==> config.mk <==
export PLATFORM = sky130hd
export DESIGN_NAME = smram_router
export DESIGN_NICKNAME = d
export VERILOG_FILES = /design/src/rtl/smram_pkg.sv /design/src/rtl/smram_cfg_reg.sv /design/src/rtl/smram_window_match.sv /design/src/rtl/smram_route_policy.sv /design/src/rtl/smram_router.sv
export SDC_FILE = /design/constraint.sdc
export NUM_CORES = 1
export LEC_CHECK = 0
export ABC_AREA = 1
export BUFFER_PORTS_ARGS = -buffer_cell sky130_fd_sc_hd__buf_4
export CAP_MARGIN = 20
export CORE_UTILIZATION = 50
export CTS_CLUSTER_DIAMETER = 120
export DETAILED_ROUTE_END_ITERATION = 10
export PLACE_DENSITY = 0.78
export RECOVER_POWER = 100
export SYNTH_ARGS = -nofsm -noshare
export SYNTH_HDL_FRONTEND = slang
export SYNTH_SLANG_ARGS = --single-unit
==> constraint.sdc <==
create_clock -name clk -period 2.8 [get_ports clk]
set_input_delay 0.14 -clock clk [delete_from_list [all_inputs] [get_ports clk]]
set_output_delay 0.14 -clock clk [all_outputs]
set_load 0.005 [all_outputs]
==> src/rtl/smram_pkg.sv <==
package smram_pkg;
    typedef enum logic [1:0] {
        ROUTE_NORMAL = 2'b00,
        ROUTE_DRAM   = 2'b01,
        ROUTE_PCI    = 2'b10
    } route_e;

    localparam int BIT_EN     = 0;
    localparam int BIT_OPEN   = 1;
    localparam int BIT_CLOSED = 2;
    localparam int BIT_LOCK   = 3;
    localparam int CTRL_BITS  = 4;
endpackage

==> src/rtl/smram_cfg_reg.sv <==
module smram_cfg_reg #(
    parameter int SEG_W          = 16,
    parameter int SIZE_W         = 8,
    parameter int RESET_BASE_SEG = 'hA,
    localparam int CFG_W         = smram_pkg::CTRL_BITS + SIZE_W + SEG_W
) (
    input  logic              clk,
    input  logic              rst_n,
    input  logic              wr_en,
    input  logic [CFG_W-1:0]  wr_data,
    output logic              en_o,
    output logic              open_o,
    output logic              closed_o,
    output logic              lock_o,
    output logic [SEG_W-1:0]  base_o,
    output logic [SIZE_W-1:0] size_o
);
    import smram_pkg::*;

    localparam int SIZE_LO = CTRL_BITS;
    localparam int BASE_LO = CTRL_BITS + SIZE_W;

    typedef struct packed {
        logic              en;
        logic              open;
        logic              closed;
        logic              lock;
        logic [SEG_W-1:0]  base;
        logic [SIZE_W-1:0] size;
    } cfg_t;

    cfg_t cfg_d, cfg_q;

    always_comb begin
        cfg_d = cfg_q;
        if (wr_en) begin
            cfg_d.en     = wr_data[BIT_EN];
            cfg_d.closed = wr_data[BIT_CLOSED];
            cfg_d.lock   = cfg_q.lock | wr_data[BIT_LOCK];
            // open can never coexist with lock
            cfg_d.open   = cfg_q.lock ? 1'b0 : (wr_data[BIT_OPEN] & ~wr_data[BIT_LOCK]);
            if (!cfg_q.lock) begin
                cfg_d.base = wr_data[BASE_LO +: SEG_W];
                cfg_d.size = wr_data[SIZE_LO +: SIZE_W];
            end
        end
    end

    always_ff @(posedge clk or negedge rst_n) begin
        if (!rst_n) begin
            cfg_q.en     <= 1'b0;
            cfg_q.open   <= 1'b0;
            cfg_q.closed <= 1'b0;
            cfg_q.lock   <= 1'b0;
            cfg_q.base   <= SEG_W'(RESET_BASE_SEG);
            cfg_q.size   <= '0;
        end else begin
            cfg_q <= cfg_d;
        end
    end

    assign en_o     = cfg_q.en;
    assign open_o   = cfg_q.open;
    assign closed_o = cfg_q.closed;
    assign lock_o   = cfg_q.lock;
    assign base_o   = cfg_q.base;
    assign size_o   = cfg_q.size;
endmodule

==> src/rtl/smram_window_match.sv <==
module smram_window_match #(
    parameter int SEG_W  = 16,
    parameter int SIZE_W = 8
) (
    input  logic [SEG_W-1:0]  seg_i,
    input  logic [SEG_W-1:0]  base_i,
    input  logic [SIZE_W-1:0] size_i,
    output logic              hit_o
);
    logic [SEG_W-1:0] offset;

    // offset form avoids wrap when base + size passes the top of memory
    always_comb begin
        offset = seg_i - base_i;
        hit_o  = (seg_i >= base_i) && (offset <= SEG_W'(size_i));
    end
endmodule

==> src/rtl/smram_route_policy.sv <==
module smram_route_policy (
    input  logic               en_i,
    input  logic               open_i,
    input  logic               closed_i,
    input  logic               hit_i,
    input  logic               smm_i,
    input  logic               code_i,
    output smram_pkg::route_e  route_o
);
    import smram_pkg::*;

    always_comb begin
        if (!en_i || !hit_i) begin
            route_o = ROUTE_NORMAL;
        end else if (open_i) begin
            route_o = ROUTE_DRAM;
        end else if (!smm_i) begin
            route_o = ROUTE_PCI;
        end else if (closed_i && !code_i) begin
            route_o = ROUTE_PCI;
        end else begin
            route_o = ROUTE_DRAM;
        end
    end
endmodule

==> src/rtl/smram_router.sv <==
module smram_router #(
    parameter int ADDR_W         = 32,
    parameter int GRAN_BITS      = 16,
    parameter int SIZE_W         = 8,
    parameter int RESET_BASE_SEG = 'hA,
    localparam int SEG_W         = ADDR_W - GRAN_BITS,
    localparam int CFG_W         = smram_pkg::CTRL_BITS + SIZE_W + SEG_W
) (
    input  logic              clk,
    input  logic              rst_n,
    input  logic              cfg_we,
    input  logic [CFG_W-1:0]  cfg_wdata,
    output logic [CFG_W-1:0]  cfg_rdata,
    input  logic              req_valid,
    input  logic [ADDR_W-1:0] req_addr,
    input  logic              req_code,
    input  logic              req_smm,
    output logic              route_valid,
    output logic [1:0]        route
);
    import smram_pkg::*;

    logic              en, open_c, closed, lock;
    logic [SEG_W-1:0]  base;
    logic [SIZE_W-1:0] size;
    logic              hit;
    route_e            decision;

    smram_cfg_reg #(
        .SEG_W(SEG_W), .SIZE_W(SIZE_W), .RESET_BASE_SEG(RESET_BASE_SEG)
    ) u_cfg (
        .clk(clk), .rst_n(rst_n), .wr_en(cfg_we), .wr_data(cfg_wdata),
        .en_o(en), .open_o(open_c), .closed_o(closed), .lock_o(lock),
        .base_o(base), .size_o(size)
    );

    smram_window_match #(.SEG_W(SEG_W), .SIZE_W(SIZE_W)) u_win (
        .seg_i(req_addr[ADDR_W-1:GRAN_BITS]), .base_i(base), .size_i(size),
        .hit_o(hit)
    );

    smram_route_policy u_pol (
        .en_i(en), .open_i(open_c), .closed_i(closed), .hit_i(hit),
        .smm_i(req_smm), .code_i(req_code), .route_o(decision)
    );

    assign cfg_rdata = {base, size, lock, closed, open_c, en};

    typedef struct packed {
        logic   valid;
        route_e code;
    } out_t;

    out_t out_d, out_q;

    always_comb begin
        out_d.valid = req_valid;
        out_d.code  = req_valid ? decision : ROUTE_NORMAL;
    end

    always_ff @(posedge clk or negedge rst_n) begin
        if (!rst_n) begin
            out_q.valid <= 1'b0;
            out_q.code  <= ROUTE_NORMAL;
        end else begin
            out_q <= out_d;
        end
    end

    assign route_valid = out_q.valid;
    assign route       = out_q.code;
endmodule

# Word level (Yosys, flattened, before mapping)

Cells that the tools add are included.

Logic and storage cells: 28
Output and inout port bits: 31
Register bits after elaboration: 31

Reductions and logical operators: 7
$lt $le $gt $ge: 2
$add $sub $neg: 1
Mux-type cells: 6
Bitwise operators: 4

Operator list:

| kind                                     | number |
|---|---|
| greater-or-equal comparator 16 bit       | 1 |
| less-or-equal comparator 16 x 8 -> 1 bit | 1 |
| subtractor 16 bit                        | 1 |
| two-way mux 2 bit                        | 5 |
| zero test 1 bit                          | 3 |
| logical AND 1 bit                        | 2 |
| inverter 1 bit                           | 2 |
| AND reduction 2 bit                      | 1 |
| AND 1 bit                                | 1 |
| logical OR 1 bit                         | 1 |
| two-way mux 1 bit                        | 1 |
| OR 1 bit                                 | 1 |

# Longest topological paths before layout

Gate-level depths: netlist (run 1).

Word-level depth: 7
Depth in mapped cells: 20
Gate-level depth less buffers: 20

# Hierarchy

From an unflattened synthesis (run 1), not the netlist that was laid out.

Cell total of the unflattened synthesis: 405
Area total of the unflattened synthesis: 2598.7 um^2

By module, submodules not included:

| module             | times used | area each (um^2) | cells an instance |
|---|---|---|---|
| smram_window_match | 1          | 1355.0           | 265 |
| smram_cfg_reg      | 1          | 1089.8           | 121 |
| smram_router       | 1          | 120.1            | 11 |
| smram_route_policy | 1          | 33.8             | 8 |

# Worst setup path before layout (run 1)

OpenSTA, ideal clock, no wires.

Kind: reg2reg
Start point: register u_cfg.base_o[3] (netlist name)
End point: register out_q, in the netlist route[1]
Clock period less this slack: 2.552 ns
Path buffers: 0
Cell stages (with the launch flop): 18
Arrival: 2.481 ns
Path slack: 0.248 ns
Required time: 2.729 ns
Cell sequence: dfstp_2 > inv_1 > ha_1 > or2_4 > nand3_1 > nand2_2 > xor2_1 > ha_1 > nand2_1 > nor2_1 > nand3_1 > nor2_1 > a21oi_1 > nor2_1 > nand2_1 > nor2_2 > nand3_2 > nor2_1

RTL lines:

| element              | line               | RTL |
|---|---|---|
| end signal, assigned | smram_router.sv:66 | `out_q <= out_d;` |
| end, declared        | smram_router.sv:54 | `out_t out_d, out_q;` |

==> results of run 1 <==
state kept, by name, summed over array words and instances, names as in the netlist:
name,flops
u_cfg.lock_o,1
u_cfg.en_o,1
route,2
u_cfg.open_o,1
u_cfg.base_o,16
u_cfg.closed_o,1
u_cfg.size_o,8
route_valid,1
critical path: stages (launching register included):
cell and delay (ns):
dfrtp_2 0.44, ha_4 0.18, fa_2 0.39, inv_2 0.06, nand2_2 0.06, nand2_4 0.09, nand3_2 0.07, nand2_2 0.11
xor2_2 0.14, ha_1 0.25, nand2_2 0.10, nor2_1 0.06, nor2_1 0.16, a21oi_2 0.07, nor2_1 0.10, nand2_1 0.07
nor2_2 0.08, nand3_2 0.09, nor2_1 0.11
layer usage:
layer | global-route usage | up-vias | routed length, um
li1 | - | 1287 | -
met1 | 0.345 | 1169 | 2860
met2 | 0.403 | 69 | 3070
met3 | 0.0442 | 4 | 373
met4 | 0.0588 | 0 | 41
met5 | 0 | - | 0
power by group:
| group | total (mW) | internal, mW | switching, mW |
|---|---|---|---|
| combinational | 0.174 | 0.0883 | 0.0861 |
| sequential | 0.454 | 0.452 | 0.00273 |
| clock | 0.380 | 0.224 | 0.155 |
kinds of logic (layout without fill, tap and decap cells):
| group | Yosys count | count (layout) | share of synthesized area |
|---|---|---|---|
| AOI/OAI and AO/OA | 37 | 37 | 0.0764 |
| xor gates and xnor gates | 6 | 6 | 0.0210 |
| adders and majority gates | 25 | 25 | 0.128 |
| buffers and inverters | 81 | 169 | 0.128 |
| DFF | 31 | 31 | 0.311 |
| muxes | 3 | 3 | 0.0135 |
| and+or+nand+nor | 179 | 179 | 0.323 |
cells in the final DEF, fill, tap and decap left out, types with 9 or more instances in the layout:
cell type / synthesis / layout
nand2_2: 14 / 16
dfrtp_1: 29 / 28
a21oi_1: 32 / 30
ha_1: 24 / 19
nand2_1: 91 / 88
clkbuf_1: 3 / 9
buf_4: 4 / 57
nor2_1: 39 / 36
inv_1: 71 / 67
clkbuf_4: 0 / 22
nand3_1: 14 / 12
timing repair:
item | in CTS | in global routing
resized for setup | 3 | 23
pin swaps | 0 | 17
setup endpoints to repair | 2 | 2
endpoints found under the hold margin | 30 | 0
hold buffers | 2 | 0
buffers inserted | 0 | 5
synthesized netlist by cell type (2+ instances only):
| library cell | instances | area (um^2) |
|---|---|---|
| a21oi_1 | 32 | 160 |
| buf_4 | 4 | 30.0 |
| clkbuf_1 | 3 | 11.3 |
| dfrtp_1 | 29 | 726 |
| dfstp_2 | 2 | 52.6 |
| ha_1 | 24 | 300 |
| inv_1 | 71 | 267 |
| mux2_2 | 3 | 33.8 |
| nand2_1 | 91 | 342 |
| nand2_2 | 14 | 87.6 |
| nand3_1 | 14 | 70.1 |
| nand3_2 | 2 | 20.0 |
| nand3b_1 | 4 | 30.0 |
| nand4_1 | 4 | 25.0 |
| nor2_1 | 39 | 146 |
| nor2_2 | 5 | 31.3 |
| o21ai_0 | 3 | 15.0 |
| xnor2_1 | 2 | 17.5 |
| xor2_1 | 4 | 35.0 |
through the flow:
| stage | setup TNS, ns | setup slack [ns] | cells |
|---|---|---|---|
| floorplan | 0 | 0.248 | 362 |
| global placement | 0 | 0.0923 | 502 |
| detailed placement | -0.0234 | -0.0150 | 502 |
| CTS | 0 | 0.0517 | 512 |
| global route | -0.197 | -0.104 | 517 |
| finish | 0 | 0.0804 | 517 |
worst min path at each step:
stage / endpoint / depth (start not counted)
after floorplan: route[0] / 0
after global placement: u_cfg.base_o[0] / 1
after detailed placement: u_cfg.base_o[0] / 1
after CTS: u_cfg.open_o / 2
after global routing: u_cfg.open_o / 2
final: u_cfg.lock_o / 3
layout make-up:
class	instances	area, um^2
clock buffer	8	100
fill	423	1400
inverter	72	270
multi-input combinational	250	1510
sequential	31	779
tap	67	83.8
timing repair buffer	89	643
==> results.yml, run 1 <==
power:
  p_leak_nw: 1.94
  peakVddDrop_mv: 0.361
  power_density_nw_per_um2: 298
  total_power_mw: 1.01
global_route:
  grt_pass1_vias: 2260
  antenna_found_initial: 0
  grt_usage: 0.248
  grt_max_degree: 32
  grt_pass1_wl_mm: 10.1
  grt.overflow.total: 0
route:
  routedWlPerCell_um: 12.3
  drcViolationCount: 0
  initialDrtViolationCount: 122
  ant_nets: 0
  wirelength_mm: 6.35
  drt-vias-per-instance: 4.89
  firstDrtPassIters: 4
  dr_total_vias: 2529
timing:
  timing.hold.ws_ns: 0.0729
  slew_headroom: -0.0782
  grt_setup_unrepaired: "yes"
  max_freq_ghz: 0.368
  worst_pin_slew_ns: 1.62
  clock_skew_ns: 0.00732
  period_share: 0.971
  slew_violations: 32
  setup-violations-final: 0
  hold_viol_final: 0
  period_minus_slack_ns: 2.72
placed_design:
  placement.cell_area_um2: 3160
  place.gp.congestion: 0.832
  post-dp-hpwl_mm: 5.06
  portBuffers: 80
run_status:
  status: "complete, but fails checks"
  violations: "capacitance limit, slew limit"
final_layout:
  layout.nets: 540
  diodes: 0
  postLayoutCellArea_um2: 3390
  post-route-util: 0.708
  drive_gt1_frac: 0.311
  area_delta_synth_final_pct: 35.1
floorplanning:
  core_um2: 4790
  rows: 25
  die_x_um: 72.8
  fp.dieH_um: 72.8
  die-area_um2: 5300
  io_pins: 97
  start_util: 0.524
yosys:
  syn-cell-area_um2: 2510
  yosys_warnings: 0
  postSynth.asyncResetShare: 1.00
  ys_seq_elements: 31
  synth_nets: 453
  ys.flop_type: "dfrtp_1"
  synth_edf_count: 0
  yosysSeqAreaShare: 0.311
  ys_types: 31
  postSynthCellCount: 362
  synth.avg_cell_area_um2: 6.92
critical_path:
  r2r-start: "u_cfg.base_o[0]"
  crit_end: "route[1]"
  startpoint_type: "flip-flop"
  crit_arrival_ns: 2.92
  required_ns: 3.00
  setup.worst_path.start: "u_cfg.base_o[0]"
  end_kind: "flip-flop"
  reg2regPathDepth: 18
  path_class: "reg2reg"
  reg2reg_to: "route[1]"
  r2r_slack_ns: 0.08
  critPathMaxFanout: 4
clock_tree:
  cts_tree: "yes"
  numCtsBuffers: 5
  cts-root-buf: "clkbuf_8"
  path_clk_slew_ns: 0.06
  clkLatencyLatePin_ns: 0.27
  numClockSinks: 31
  htreeDepth: 2
  clk_path_buf_depth: 2
hold_path:
  hp-start: "cfg_wdata[3]"
  hold_class: "in2reg"
run:
  maxCapViolCount: 1
Note: power is estimated with default switching activity, not from simulation.
==> inputs of run 2 (changes only) <==
BUFFER_PORTS_ARGS = default   (was -buffer_cell sky130_fd_sc_hd__buf_4)
CELL_PAD_IN_SITES_DETAIL_PLACEMENT = 1   (was default)
CELL_PAD_IN_SITES_GLOBAL_PLACEMENT = 1   (was default)
CORE_UTILIZATION = 44   (was 50)
DONT_BUFFER_PORTS = 1   (was default)
PLACE_DENSITY = 0.76   (was 0.78)
==> run 2 against run 1 <==
Effect of this change:
- cell count shrank 13%
- design area is 12% lower
- critical path type unchanged
- global-route usage is 2.4 points lower
- highest routed layer unchanged
- non-clock buffer count is 72 lower
- the run still ends with capacitance limit, slew limit left
==> results.yml, run 2 (synthesized netlist as in run 1, its figures left out) <==
power:
  p_seq_frac: 0.434
  peakVddDrop_mv: 0.270
  p_int_uw: 773
  power_density_nw_per_um2: 352
  comb_power_share: 0.132
  p_sw_uw: 273
  clkPwrFrac: 0.434
  p_leak_nw: 1.64
  p_sw_frac: 0.261
clock_tree:
  cts-root-buf: "clkbuf_8"
  numCtsBuffers: 5
  clk_path_buf_depth: 2
  numClockSinks: 31
  clkLatencyLatePin_ns: 0.28
  cts_tree: "yes"
  path_clk_slew_ns: 0.08
  htreeDepth: 2
final_layout:
  mostFrequentLayoutCells: "84 x nand2_1, 68 x inv_1, 37 x nor2_1"
  layout.nets: 468
  final_common_cell: "nand2_1"
  postLayoutCellArea_um2: 2980
  fill_cells: 718
  post-route-util: 0.540
  multiInputGateArea_um2: 1570
  area_delta_synth_final_pct: 18.7
  largest_reg_flops: 16
  diodes: 0
  regArea_um2: 778
  drive_gt1_frac: 0.183
global_route:
  grt_max_degree: 32
  grt_pass1_wl_mm: 10.6
  grt.overflow.total: 0
  antenna_found_initial: 0
  grt_usage: 0.225
  grt_pass1_vias: 2318
placed_design:
  portBuffers: 0
  place.gp.congestion: 0.874
  post-dp-hpwl_mm: 5.17
  placement.cell_area_um2: 2560
route:
  drcViolationCount: 0
  ant_nets: 0
  firstDrtPassIters: 4
  dr_total_vias: 2256
  initialDrtViolationCount: 63
  routedWlPerCell_um: 15.2
  wirelength_mm: 6.82
  drt-vias-per-instance: 5.01
critical_path:
  startpoint_type: "flip-flop"
  crit_arrival_ns: 2.91
  required_ns: 3.02
  path_class: "reg2reg"
  critPathMaxFanout: 3
  end_kind: "flip-flop"
timing:
  setup-violations-final: 0
  worst_pin_slew_ns: 1.66
  slew_violations: 32
  clock_skew_ns: 0.00701
  timing.hold.ws_ns: 0.00996
  max_freq_ghz: 0.372
  period_share: 0.960
  hold_viol_final: 0
  slew_headroom: -0.108
  period_minus_slack_ns: 2.69
  grt_setup_unrepaired: "yes"
floorplanning:
  start_util: 0.455
  fp.dieH_um: 77.5
  die_x_um: 77.5
  die-area_um2: 6000
  core_um2: 5510
  rows: 27
  io_pins: 97
hold_path:
  hold_class: "in2reg"
run_status:
  status: "complete, but fails checks"
  violations: "capacitance limit, slew limit"
run:
  maxCapViolCount: 1
==> run 2: changes by cell type in the layout (fill, tap and decap cells not counted), sizes merged <==
cell / previous run / this run
buf: 57 / 3
bufinv: 0 / 1
clkbuf: 38 / 7
clkinv: 0 / 2
dlygate4sd3: 2 / 12
==> run 2: power groups by stage <==
stage / clock network (mW) / registers [mW] / logic (mW)
after floorplan: 0 / 0.461 / 0.0783
after global placement: 0 / 0.463 / 0.0908
after global routing: 0.483 / 0.454 / 0.153
final: 0.455 / 0.454 / 0.138
after CTS: 0.465 / 0.454 / 0.122
after detailed placement: 0 / 0.463 / 0.0937
==> run 2: through the flow <==
stage / power [mW] / instances / TNS (ns) / worst slack, ns
after floorplan: 0.540 / 362 / 0 / 0.248
after global placement: 0.554 / 427 / 0 / 0.0642
after detailed placement: 0.556 / 427 / -0.0969 / -0.0584
after CTS: 1.04 / 448 / 0 / 0.00945
after global routing: 1.09 / 450 / -0.0754 / -0.0451
final: 1.05 / 450 / 0 / 0.111
==> run 2: what timing repair did <==
action	4_1_cts	5_1_grt
hold buffers	13	0
setup endpoints to repair	2	2
buffers inserted	0	2
gates resized for setup	3	31
hold endpoints to repair	42	0
pin swaps	0	22
==> run 2: final timing paths <==
kind | from | end | slack, ns | cells after the start
worst max-delay path | u_cfg.base_o[0] | route[0] | 0.11 | 19
worst min-delay path | cfg_wdata[7] | u_cfg.size_o[3] | 0.01 | 2
worst max register to register | u_cfg.base_o[0] | route[0] | 0.11 | 19
worst min register to register | u_cfg.lock_o | u_cfg.lock_o | 0.55 | 2
max in group asynchronous | rst_n | u_cfg.base_o[10] | 1.01 | 2
min in group asynchronous | rst_n | u_cfg.closed_o | 0.82 | 2
==> run 2: routing by layer <==
metal / global-route usage / part of all wire / vias up
li1: - / - / 1138
met1: 0.270 / 0.43 / 1063
met2: 0.393 / 0.51 / 50
met3: 0.0600 / 0.043 / 5
met4: 0.0585 / 0.0079 / 0
met5: 0 / 0 / -
==> run 2: layout make-up <==
class / instances / share of cell area
clock buffers: 5 / 0.0231
repair buffers: 17 / 0.0505
well taps: 72 / 0.0303
clock inverters: 3 / 0.0147
multi-input cells: 250 / 0.529
flip-flops and latches: 31 / 0.262
inverters: 72 / 0.0908
==> run 2: critical path, stage by stage (launching register included) <==
cell and delay, ns:
dfrtp_1 0.43, ha_4 0.19, fa_2 0.37, inv_2 0.07
nand2_2 0.06, nand2_4 0.10, nand3_2 0.08, nand2_2 0.10
xor2_2 0.07, ha_1 0.29, nand2_2 0.08, nor2_4 0.10
nand3_2 0.07, nor2_2 0.12, a21oi_2 0.04, nor2_1 0.08
nand2_1 0.07, nor2_2 0.09, nand3_2 0.08, nor2_1 0.12
